===== config.mk =====
export PLATFORM = sky130hd
export DESIGN_NAME = mii_crs_col
export DESIGN_NICKNAME = d
export VERILOG_FILES = /design/src/rtl/mii_cs_pkg.sv /design/src/rtl/cs_sync.sv /design/src/rtl/cs_jabber.sv /design/src/rtl/cs_combine.sv /design/src/rtl/mii_crs_col.sv
export SDC_FILE = /design/constraint.sdc
export NUM_CORES = 1
export LEC_CHECK = 0
export ABC_CLOCK_PERIOD_IN_PS = 800
export BUFFER_PORTS_ARGS = -buffer_cell sky130_fd_sc_hd__buf_2
export CORE_MARGIN = 1
export CORE_UTILIZATION = 51
export DETAILED_ROUTE_END_ITERATION = 7
export GPL_TIMING_DRIVEN = 0
export HOLD_SLACK_MARGIN = 0.06
export PLACE_DENSITY = 0.78
export RECOVER_POWER = 100
export SYNTH_ARGS = -nofsm -noshare
export SYNTH_HDL_FRONTEND = slang
export SYNTH_SLANG_ARGS = --single-unit

===== constraint.sdc =====
create_clock -name clk -period 0.8 [get_ports clk]
set_input_delay 0.08 -clock clk [delete_from_list [all_inputs] [get_ports clk]]
set_output_delay 0.08 -clock clk [all_outputs]
set_load 0.02 [all_outputs]

===== src/rtl/mii_cs_pkg.sv =====
package mii_cs_pkg;

  typedef struct packed {
    logic full_dup;
    logic spd100;
    logic serial;
    logic rx_only;
  } cs_cfg_t;

  // Collision output reports the jabber timer instead of a collision
  function automatic logic jab_report(input cs_cfg_t c);
    return c.serial && !c.spd100;
  endfunction

endpackage


===== src/rtl/cs_sync.sv =====
module cs_sync #(
  parameter int WIDTH  = 2,
  parameter int STAGES = 2
) (
  input  logic             clk,
  input  logic             rst_n,
  input  logic [WIDTH-1:0] d_i,
  output logic [WIDTH-1:0] q_o
);

  logic [STAGES-1:0][WIDTH-1:0] chain_q;
  logic [STAGES-1:0][WIDTH-1:0] chain_d;

  generate
    for (genvar s = 0; s < STAGES; s++) begin : g_stage
      if (s == 0) begin : g_first
        always_comb chain_d[s] = d_i;
      end else begin : g_rest
        always_comb chain_d[s] = chain_q[s-1];
      end
    end
  endgenerate

  always_ff @(posedge clk or negedge rst_n) begin
    if (!rst_n) chain_q <= '0;
    else        chain_q <= chain_d;
  end

  assign q_o = chain_q[STAGES-1];

endmodule


===== src/rtl/cs_jabber.sv =====
module cs_jabber #(
  parameter int JAB_LIMIT = 200000
) (
  input  logic clk,
  input  logic rst_n,
  input  logic tx_s,
  output logic expired_o
);

  localparam int CW = $clog2(JAB_LIMIT + 1);
  localparam logic [CW-1:0] LIM = CW'(JAB_LIMIT);

  logic [CW-1:0] cnt_q, cnt_d;
  logic          cnt_en;

  always_comb begin
    cnt_en = 1'b1;
    cnt_d  = cnt_q;
    if (!tx_s)             cnt_d = '0;
    else if (cnt_q != LIM) cnt_d = cnt_q + 1'b1;
    else                   cnt_en = 1'b0;
  end

  always_ff @(posedge clk or negedge rst_n) begin
    if (!rst_n)      cnt_q <= '0;
    else if (cnt_en) cnt_q <= cnt_d;
  end

  assign expired_o = (cnt_q == LIM);


  jab_clear_chk: assert property (@(posedge clk) disable iff (!rst_n)
    !tx_s |=> (cnt_q == '0));


  jab_needs_tx_chk: assert property (@(posedge clk) disable iff (!rst_n)
    expired_o |-> $past(tx_s));

endmodule


===== src/rtl/cs_combine.sv =====
module cs_combine
  import mii_cs_pkg::*;
(
  input  logic    clk,
  input  logic    rst_n,
  input  cs_cfg_t cfg,
  input  logic    tx_s,
  input  logic    rx_s,
  input  logic    jab_exp,
  output logic    crs_o,
  output logic    col_o
);

  logic crs_d, col_d, crs_q, col_q;
  logic tx_counts;

  always_comb begin
    tx_counts = tx_s && !cfg.rx_only && !cfg.full_dup;
    crs_d     = rx_s || tx_counts;
    if (cfg.full_dup)        col_d = 1'b0;
    else if (jab_report(cfg)) col_d = jab_exp;
    else                      col_d = tx_s && rx_s;
  end

  always_ff @(posedge clk or negedge rst_n) begin
    if (!rst_n) begin
      crs_q <= 1'b0;
      col_q <= 1'b0;
    end else begin
      crs_q <= crs_d;
      col_q <= col_d;
    end
  end

  assign crs_o = crs_q;
  assign col_o = col_q;


  fd_no_col_chk: assert property (@(posedge clk) disable iff (!rst_n)
    cfg.full_dup |=> !col_o);


  rx_only_crs_chk: assert property (@(posedge clk) disable iff (!rst_n)
    ((cfg.rx_only || cfg.full_dup) && !rx_s) |=> !crs_o);


  collision_crs_chk: assert property (@(posedge clk) disable iff (!rst_n)
    (!cfg.full_dup && !jab_report(cfg) && tx_s && rx_s) |=> (col_o && crs_o));


  serial_no_col_chk: assert property (@(posedge clk) disable iff (!rst_n)
    (jab_report(cfg) && !jab_exp) |=> !col_o);

endmodule


===== src/rtl/mii_crs_col.sv =====
module mii_crs_col
  import mii_cs_pkg::*;
#(
  parameter int JAB_LIMIT   = 200000,
  parameter int SYNC_STAGES = 2
) (
  input  logic clk,
  input  logic rst_n,
  input  logic tx_en_i,
  input  logic rx_act_i,
  input  logic full_dup_i,
  input  logic speed_100_i,
  input  logic serial_i,
  input  logic crs_rx_only_i,
  output logic crs_o,
  output logic col_o
);

  logic [1:0] rst_pipe;
  logic       rst_int_n;
  logic [1:0] act_s;
  logic       jab_exp;
  cs_cfg_t    cfg;

  always_ff @(posedge clk or negedge rst_n) begin
    if (!rst_n) rst_pipe <= 2'b00;
    else        rst_pipe <= {rst_pipe[0], 1'b1};
  end
  assign rst_int_n = rst_pipe[1];

  always_comb begin
    cfg.full_dup = full_dup_i;
    cfg.spd100   = speed_100_i;
    cfg.serial   = serial_i;
    cfg.rx_only  = crs_rx_only_i;
  end

  cs_sync #(.WIDTH(2), .STAGES(SYNC_STAGES)) u_sync (
    .clk   (clk),
    .rst_n (rst_int_n),
    .d_i   ({rx_act_i, tx_en_i}),
    .q_o   (act_s)
  );

  cs_jabber #(.JAB_LIMIT(JAB_LIMIT)) u_jab (
    .clk       (clk),
    .rst_n     (rst_int_n),
    .tx_s      (act_s[0]),
    .expired_o (jab_exp)
  );

  cs_combine u_comb (
    .clk     (clk),
    .rst_n   (rst_int_n),
    .cfg     (cfg),
    .tx_s    (act_s[0]),
    .rx_s    (act_s[1]),
    .jab_exp (jab_exp),
    .crs_o   (crs_o),
    .col_o   (col_o)
  );


  reset_quiet_chk: assert property (@(posedge clk)
    !rst_int_n |-> (!crs_o && !col_o));

endmodule


; Word level (Yosys, flattened, before mapping)
; Index checks and enable logic that the tools add are counted.
[classes]
add_sub_neg = 1
n_eq_ne = 3
reduce_logical = 9
muxes = 6
[op_table]
columns = operator, n
row1 = two-way mux 18 bit, 2
row2 = adder 18 x 1 -> 18 bit (second input constant), 1
row3 = equality test 18 bit (second input constant), 1
row4 = inequality test 18 bit (second input constant), 1
row5 = logical AND 1 bit, 4
row6 = two-way mux 1 bit, 4
row7 = logical NOT 1 bit, 3
row8 = inequality test 2 x 1 -> 1 bit (second input constant), 1
row9 = AND reduction 2 bit, 1
row10 = logical OR 1 bit, 1
[word_totals]
output_inout_bits = 2
regBits = 26

; Logic depth before layout (Yosys ltp)
[logic_depth]
depth_word = 4
mapped_depth = 5
depth_no_buf = 5

; Modules after synthesis
; Synthesis repeated with hierarchy kept, for this count alone.
[unflattened]
hier_cells = 115
area_unflattened_um2 = 1236.2
[modules_own_cells]
columns = module, instances, area_per_inst_um2, cells_per_inst
row1 = cs_jabber, 1, 988.4, 100
row2 = cs_sync, 1, 100.1, 4
row3 = cs_combine, 1, 93.8, 8
row4 = mii_crs_col, 1, 53.8, 3

; Worst setup path before layout
; Ideal clock, no wire load.
[synth_path]
kind = flip-flop to flip-flop
startpoint = register u_jab.cnt_q[0]
endpoint = register u_jab.cnt_q[16]
arrival_time_ps = 1557
required_ps = 722
path_stages_with_launch = 6
setup_slack_ps = -835
path_buffers = 0
setup_ps = 78
cell_sequence = dfrtp_1 -> ha_1 -> nand2_1 -> or2_0 -> or4_1 -> a21oi_1
[synth_via]
elab_chain_len = 4
[synth_lines]
columns = element, line
row1 = from (decl), cs_jabber.sv:13  ; logic [CW-1:0] cnt_q, cnt_d;
row2 = from (signal assigned), cs_jabber.sv:26  ; else if (cnt_en) cnt_q <= cnt_d;
row3 = branches (longest 4 deep; another with adder 18 x 1 -> 18 bit), n/a
; Several ways; the timed one is not identified. The select of a mux whose other input is x is not followed.
; A chain may end at the register's enable or synchronous reset.

; Worst setup path in the final report
[layout_path]
startpoint = register u_jab.cnt_q[13]
endpoint = register u_jab.cnt_q[16]
; Same word-level chain as after synthesis.

==> impl_results.html <==
<table>
<tr><th>Metric</th><th>Value</th></tr>
<tr><th colspan="2">STA</th></tr>
<tr><td>Final setup violation count</td><td>22</td></tr>
<tr><td>Final Cycle Share</td><td>2.092</td></tr>
<tr><td>Final count of hold timing violations</td><td>0</td></tr>
<tr><td>Unrepaired setup endpoints after global routing</td><td>yes</td></tr>
<tr><td>Worst slew slack as a fraction of its limit</td><td>0.6355</td></tr>
<tr><td>Worst clock skew</td><td>roughly 8.8 ps</td></tr>
<tr><td>Maximum clock frequency</td><td>0.5974 GHz</td></tr>
<tr><td>Final Max Tran Viols</td><td>0</td></tr>
<tr><td>Final worst slack</td><td>-873.8 ps</td></tr>
<tr><td>Worst-Margin Slew</td><td>546.8 ps</td></tr>
<tr><td>Tmin final</td><td>1674 ps</td></tr>
<tr><th colspan="2">Floorplan</th></tr>
<tr><td>Total Die Area</td><td>0.002584 mm²</td></tr>
<tr><td>Initial Utilization</td><td>0.5445</td></tr>
<tr><td>IO Count</td><td>10</td></tr>
<tr><td>Core region area</td><td>0.002233 mm²</td></tr>
<tr><td>Die H</td><td>approximately 50 µm</td></tr>
<tr><td>Number of standard-cell rows in the floorplan</td><td>17</td></tr>
<tr><td>Die width</td><td>50.83 µm</td></tr>
<tr><th colspan="2">Global routing</th></tr>
<tr><td>Maximum number of pins on one net before global-route repair</td><td>25</td></tr>
<tr><td>Number of antenna violations at the first check in global routing</td><td>0</td></tr>
<tr><td>Wire length of the first global-routing pass</td><td>about 5300 µm</td></tr>
<tr><td>Number of global-route vias before repair</td><td>1137</td></tr>
<tr><td>Final global-route overflow total</td><td>0</td></tr>
<tr><td>Aggregate global-route resource usage</td><td>0.2910</td></tr>
<tr><th colspan="2">Yosys</th></tr>
<tr><td>Ys async rst share</td><td>1.000</td></tr>
<tr><td>Flip-flop and latch count after synthesis</td><td>26</td></tr>
<tr><td>Net count of the mapped netlist</td><td>130</td></tr>
<tr><td>Share of synthesized area occupied by flip-flops and latches</td><td>0.5350</td></tr>
<tr><td>Largest cells by area after synthesis</td><td>sky130_fd_sc_hd__dfrtp_1 (53%), sky130_fd_sc_hd__xnor2_1 (5.8%), sky130_fd_sc_hd__nor2_1 (4.6%), sky130_fd_sc_hd__nand2_1 (3.4%), sky130_fd_sc_hd__mux2i_1 (2.5%)</td></tr>
<tr><td>Most used standard cells in the synthesized netlist</td><td>sky130_fd_sc_hd__dfrtp_1 (26), sky130_fd_sc_hd__nor2_1 (15), sky130_fd_sc_hd__nand2_1 (11)</td></tr>
<tr><td>Ys flop type</td><td>sky130_fd_sc_hd__dfrtp_1</td></tr>
<tr><td>Count of cell types in the netlist</td><td>30</td></tr>
<tr><td>Fraction of synthesized cell area taken by the top area cell type</td><td>0.5350</td></tr>
<tr><td>Cell type with the largest total area after synthesis</td><td>sky130_fd_sc_hd__dfrtp_1</td></tr>
<tr><td>Leading cell type by number of instances after synthesis</td><td>sky130_fd_sc_hd__dfrtp_1</td></tr>
<tr><td>Warnings, synthesis</td><td>0</td></tr>
<tr><td>Average cell area after synthesis</td><td>10.13 µm²</td></tr>
<tr><td>Summed instance area of the synthesized netlist</td><td>0.001216 mm²</td></tr>
<tr><td>Gate count after technology mapping</td><td>between 100 and 150</td></tr>
<tr><td>Number of enable-type register cells in the synthesized netlist</td><td>0</td></tr>
<tr><th colspan="2">Place</th></tr>
<tr><td>Placement Setup Slack</td><td>-920.0 ps</td></tr>
<tr><td>Port Buffers</td><td>9</td></tr>
<tr><td>Half-perimeter wire length after detailed placement</td><td>1637 µm</td></tr>
<tr><td>Placed Cells incl. Taps</td><td>157</td></tr>
<tr><td>Final weighted congestion of routability-driven global placement</td><td>0.8681</td></tr>
<tr><th colspan="2">Critical path</th></tr>
<tr><td>First element of the critical path</td><td>u_jab.cnt_q[13]$_DFFE_PN0P_</td></tr>
<tr><td>Register-to-register setup slack</td><td>-870 ps</td></tr>
<tr><td>Kind of critical path</td><td>flip-flop to flip-flop</td></tr>
<tr><td>Kind of start point of the critical path</td><td>flip-flop</td></tr>
<tr><td>Data arrival, critical path</td><td>1950 ps</td></tr>
<tr><td>Worst r2r src</td><td>u_jab.cnt_q[13]$_DFFE_PN0P_</td></tr>
<tr><td>Required arrival time at the worst endpoint</td><td>1080 ps</td></tr>
<tr><td>RR Endpoint</td><td>u_jab.cnt_q[16]$_DFFE_PN0P_</td></tr>
<tr><td>Worst-path maximum fanout</td><td>4</td></tr>
<tr><td>Category of the worst setup path capture point</td><td>flip-flop</td></tr>
<tr><td>Worst Reg2Reg Path Length in Cells</td><td>4</td></tr>
<tr><td>Endpoint of the worst setup timing path</td><td>u_jab.cnt_q[16]$_DFFE_PN0P_</td></tr>
<tr><th colspan="2">Clock tree</th></tr>
<tr><td>Clock transition time at the flip-flop clock pins of the worst setup and hold paths</td><td>150 ps</td></tr>
<tr><td>Library cell used as clock root buffer</td><td>sky130_fd_sc_hd__clkbuf_4</td></tr>
<tr><td>Clock sink total</td><td>26</td></tr>
<tr><td>Latest clock arrival within the worst-skew pair</td><td>340 ps</td></tr>
<tr><td>Clock tree from TritonCTS</td><td>built</td></tr>
<tr><td>Maximum clock insertion buffer count</td><td>2</td></tr>
<tr><td>Inserted Clock Buffers</td><td>3</td></tr>
<tr><td>CTS H-tree depth</td><td>1</td></tr>
<tr><th colspan="2">Detailed routing</th></tr>
<tr><td>Iteration count of the initial detailed-routing pass</td><td>4</td></tr>
<tr><td>Post-detailed-route count of antenna-violating nets</td><td>0</td></tr>
<tr><td>Post-Route WL</td><td>4022 µm</td></tr>
<tr><td>Count of routing violations after the opening detailed-route iteration</td><td>20</td></tr>
<tr><td>Total via count in the routed design</td><td>1119</td></tr>
<tr><td>Detailed-route wire length per cell</td><td>20.42 µm</td></tr>
<tr><td>Number of vias per cell</td><td>5.680</td></tr>
<tr><td>Drc violations</td><td>0</td></tr>
<tr><th colspan="2">Outcome</th></tr>
<tr><td>Failing checks</td><td>setup timing</td></tr>
<tr><td>Run status</td><td>complete, but fails checks</td></tr>
<tr><th colspan="2">Min path</th></tr>
<tr><td>Worst hold path class</td><td>primary input to flip-flop</td></tr>
<tr><th colspan="2">Layout</th></tr>
<tr><td>Total of fill cells in the finished design</td><td>a little over 90</td></tr>
<tr><td>Share of layout cells above drive strength 1</td><td>0.4911</td></tr>
<tr><td>Diode count</td><td>0</td></tr>
<tr><td>Utilization of the core after routing</td><td>0.8812</td></tr>
<tr><td>Final cell count without fillers</td><td>slightly below 200</td></tr>
<tr><td>Synthesis-to-finish area growth</td><td>61.83%</td></tr>
<tr><td>Final nets</td><td>180</td></tr>
<tr><th colspan="2">Run</th></tr>
<tr><td>Max capacitance violation total</td><td>0</td></tr>
<tr><th colspan="2">Power and ir drop</th></tr>
<tr><td>Leakage power</td><td>0.9025 nW</td></tr>
<tr><td>Maximum ir drop on the vdd rail</td><td>0.001755 V</td></tr>
<tr><td>Pwr dens</td><td>1293 mW/mm²</td></tr>
</table>
==> registers in the layout (all words and copies together), names as in the netlist <==
register and flops:
u_sync.q_o 2, u_sync.chain_d 2, u_comb.col_o 1, rst_pipe 2
u_comb.crs_o 1, u_jab.cnt_q 18
==> per-stage QoR <==
stage               instance area (µm²)  total power [mW]  hold WS (ps)  TNS (ps)
floorplan                          1259             1.478        -215.6     -8537
global placement                   1339             1.518        -134.8    -16500
detailed placement                 1339             1.529        -132.3    -17880
CTS                                1785             2.507         109.3    -11280
global route                       1968             2.614         118.8    -12670
finish                             1968             2.545         101.6    -11750
==> placed cells by master, fill, tap and decap left out, types with 2 or more instances in the layout <==
cell type,Yosys,routed
sky130_fd_sc_hd__nand3_2,1,3
sky130_fd_sc_hd__dfrtp_1,26,18
sky130_fd_sc_hd__clkbuf_4,0,3
sky130_fd_sc_hd__dlygate4sd3_1,0,6
sky130_fd_sc_hd__nor3_4,0,3
sky130_fd_sc_hd__xor2_1,2,2
sky130_fd_sc_hd__a21oi_2,0,3
sky130_fd_sc_hd__buf_4,1,18
sky130_fd_sc_hd__nor2_1,15,14
sky130_fd_sc_hd__or3_4,1,4
sky130_fd_sc_hd__nand4_1,4,4
sky130_fd_sc_hd__mux2i_1,3,3
sky130_fd_sc_hd__nand3_1,5,2
sky130_fd_sc_hd__buf_6,0,14
sky130_fd_sc_hd__nand3b_1,2,2
sky130_fd_sc_hd__nand2_1,11,9
sky130_fd_sc_hd__xnor2_1,8,8
sky130_fd_sc_hd__o21ai_0,4,3
sky130_fd_sc_hd__dfrtp_2,0,8
sky130_fd_sc_hd__buf_2,0,7
sky130_fd_sc_hd__nor4_4,0,5
sky130_fd_sc_hd__nand2b_1,2,2
sky130_fd_sc_hd__inv_1,7,6
sky130_fd_sc_hd__clkbuf_8,0,2
==> area by class of cell <==
type / count / area, µm² / share of cell area
plain buffers: 3 / 38.79 / 0.01971
clock buffers: 3 / 22.52 / 0.01144
clock inverters: 1 / 30.03 / 0.01526
inverters: 7 / 33.78 / 0.01716
multi-input cells: 84 / 750.7 / 0.3814
flip-flops and latches: 26 / 660.6 / 0.3357
well taps: 28 / 35.03 / 0.01780
repair buffers: 45 / 396.6 / 0.2015
==> power by group <==
group	internal (mW)	switching (mW)
Combinational	0.120	0.105
Sequential	1.35	0.0524
Clock	0.508	0.413
==> repair_timing <==
item                       in CTS  in global routing
resized for setup              44                 23
setup endpoints to repair      46                 22
pin swaps                      19                 23
setup buffers                  20                 13
hold buffers                    6                  0
hold endpoints to repair        5                  0
==> kinds of logic (layout without fill, tap and decap cells) <==
kind of cell	Yosys count	in the layout	synth area share
mux	3	3	0.02469
simple gates	57	57	0.2572
flops	26	26	0.5350
xor+xnor	10	10	0.07202
fa+ha+maj	2	2	0.02057
other cells	1	1	0.003083
compound gates	11	11	0.05350
buf+inv	10	59	0.03396
==> worst min path at each step <==
stage / to / slack [ps] / cells past startpoint / start
after CTS: u_comb.col_o$_DFF_PN0_ / 110 / 3 / speed_100_i
final: u_comb.col_o$_DFF_PN0_ / 100 / 3 / serial_i
after floorplan: rst_pipe[0]$_DFF_PN0_ / -220 / 0 / rst_n
after global placement: rst_pipe[0]$_DFF_PN0_ / -130 / 1 / rst_n
after global routing: u_comb.col_o$_DFF_PN0_ / 120 / 3 / serial_i
after detailed placement: rst_pipe[0]$_DFF_PN0_ / -130 / 1 / rst_n
==> layer usage <==
| layer | GRT usage | routed length, µm | vias up |
|---|---|---|---|
| met5 | 0 | 0 | - |
| met4 | 0.1296 | 170 | 0 |
| met3 | 0.05655 | 138 | 14 |
| met2 | 0.5489 | 2147 | 45 |
| met1 | 0.3103 | 1566 | 547 |
| li1 | - | - | 513 |
==> worst max-delay path, cell delays in order (launching register included) <==
cell	delay [ps]
sky130_fd_sc_hd__dfrtp_1	440
sky130_fd_sc_hd__inv_1	100
sky130_fd_sc_hd__or3_4	420
sky130_fd_sc_hd__or4_1	500
sky130_fd_sc_hd__a21oi_1	150
(Power assumes the default switching activity.)
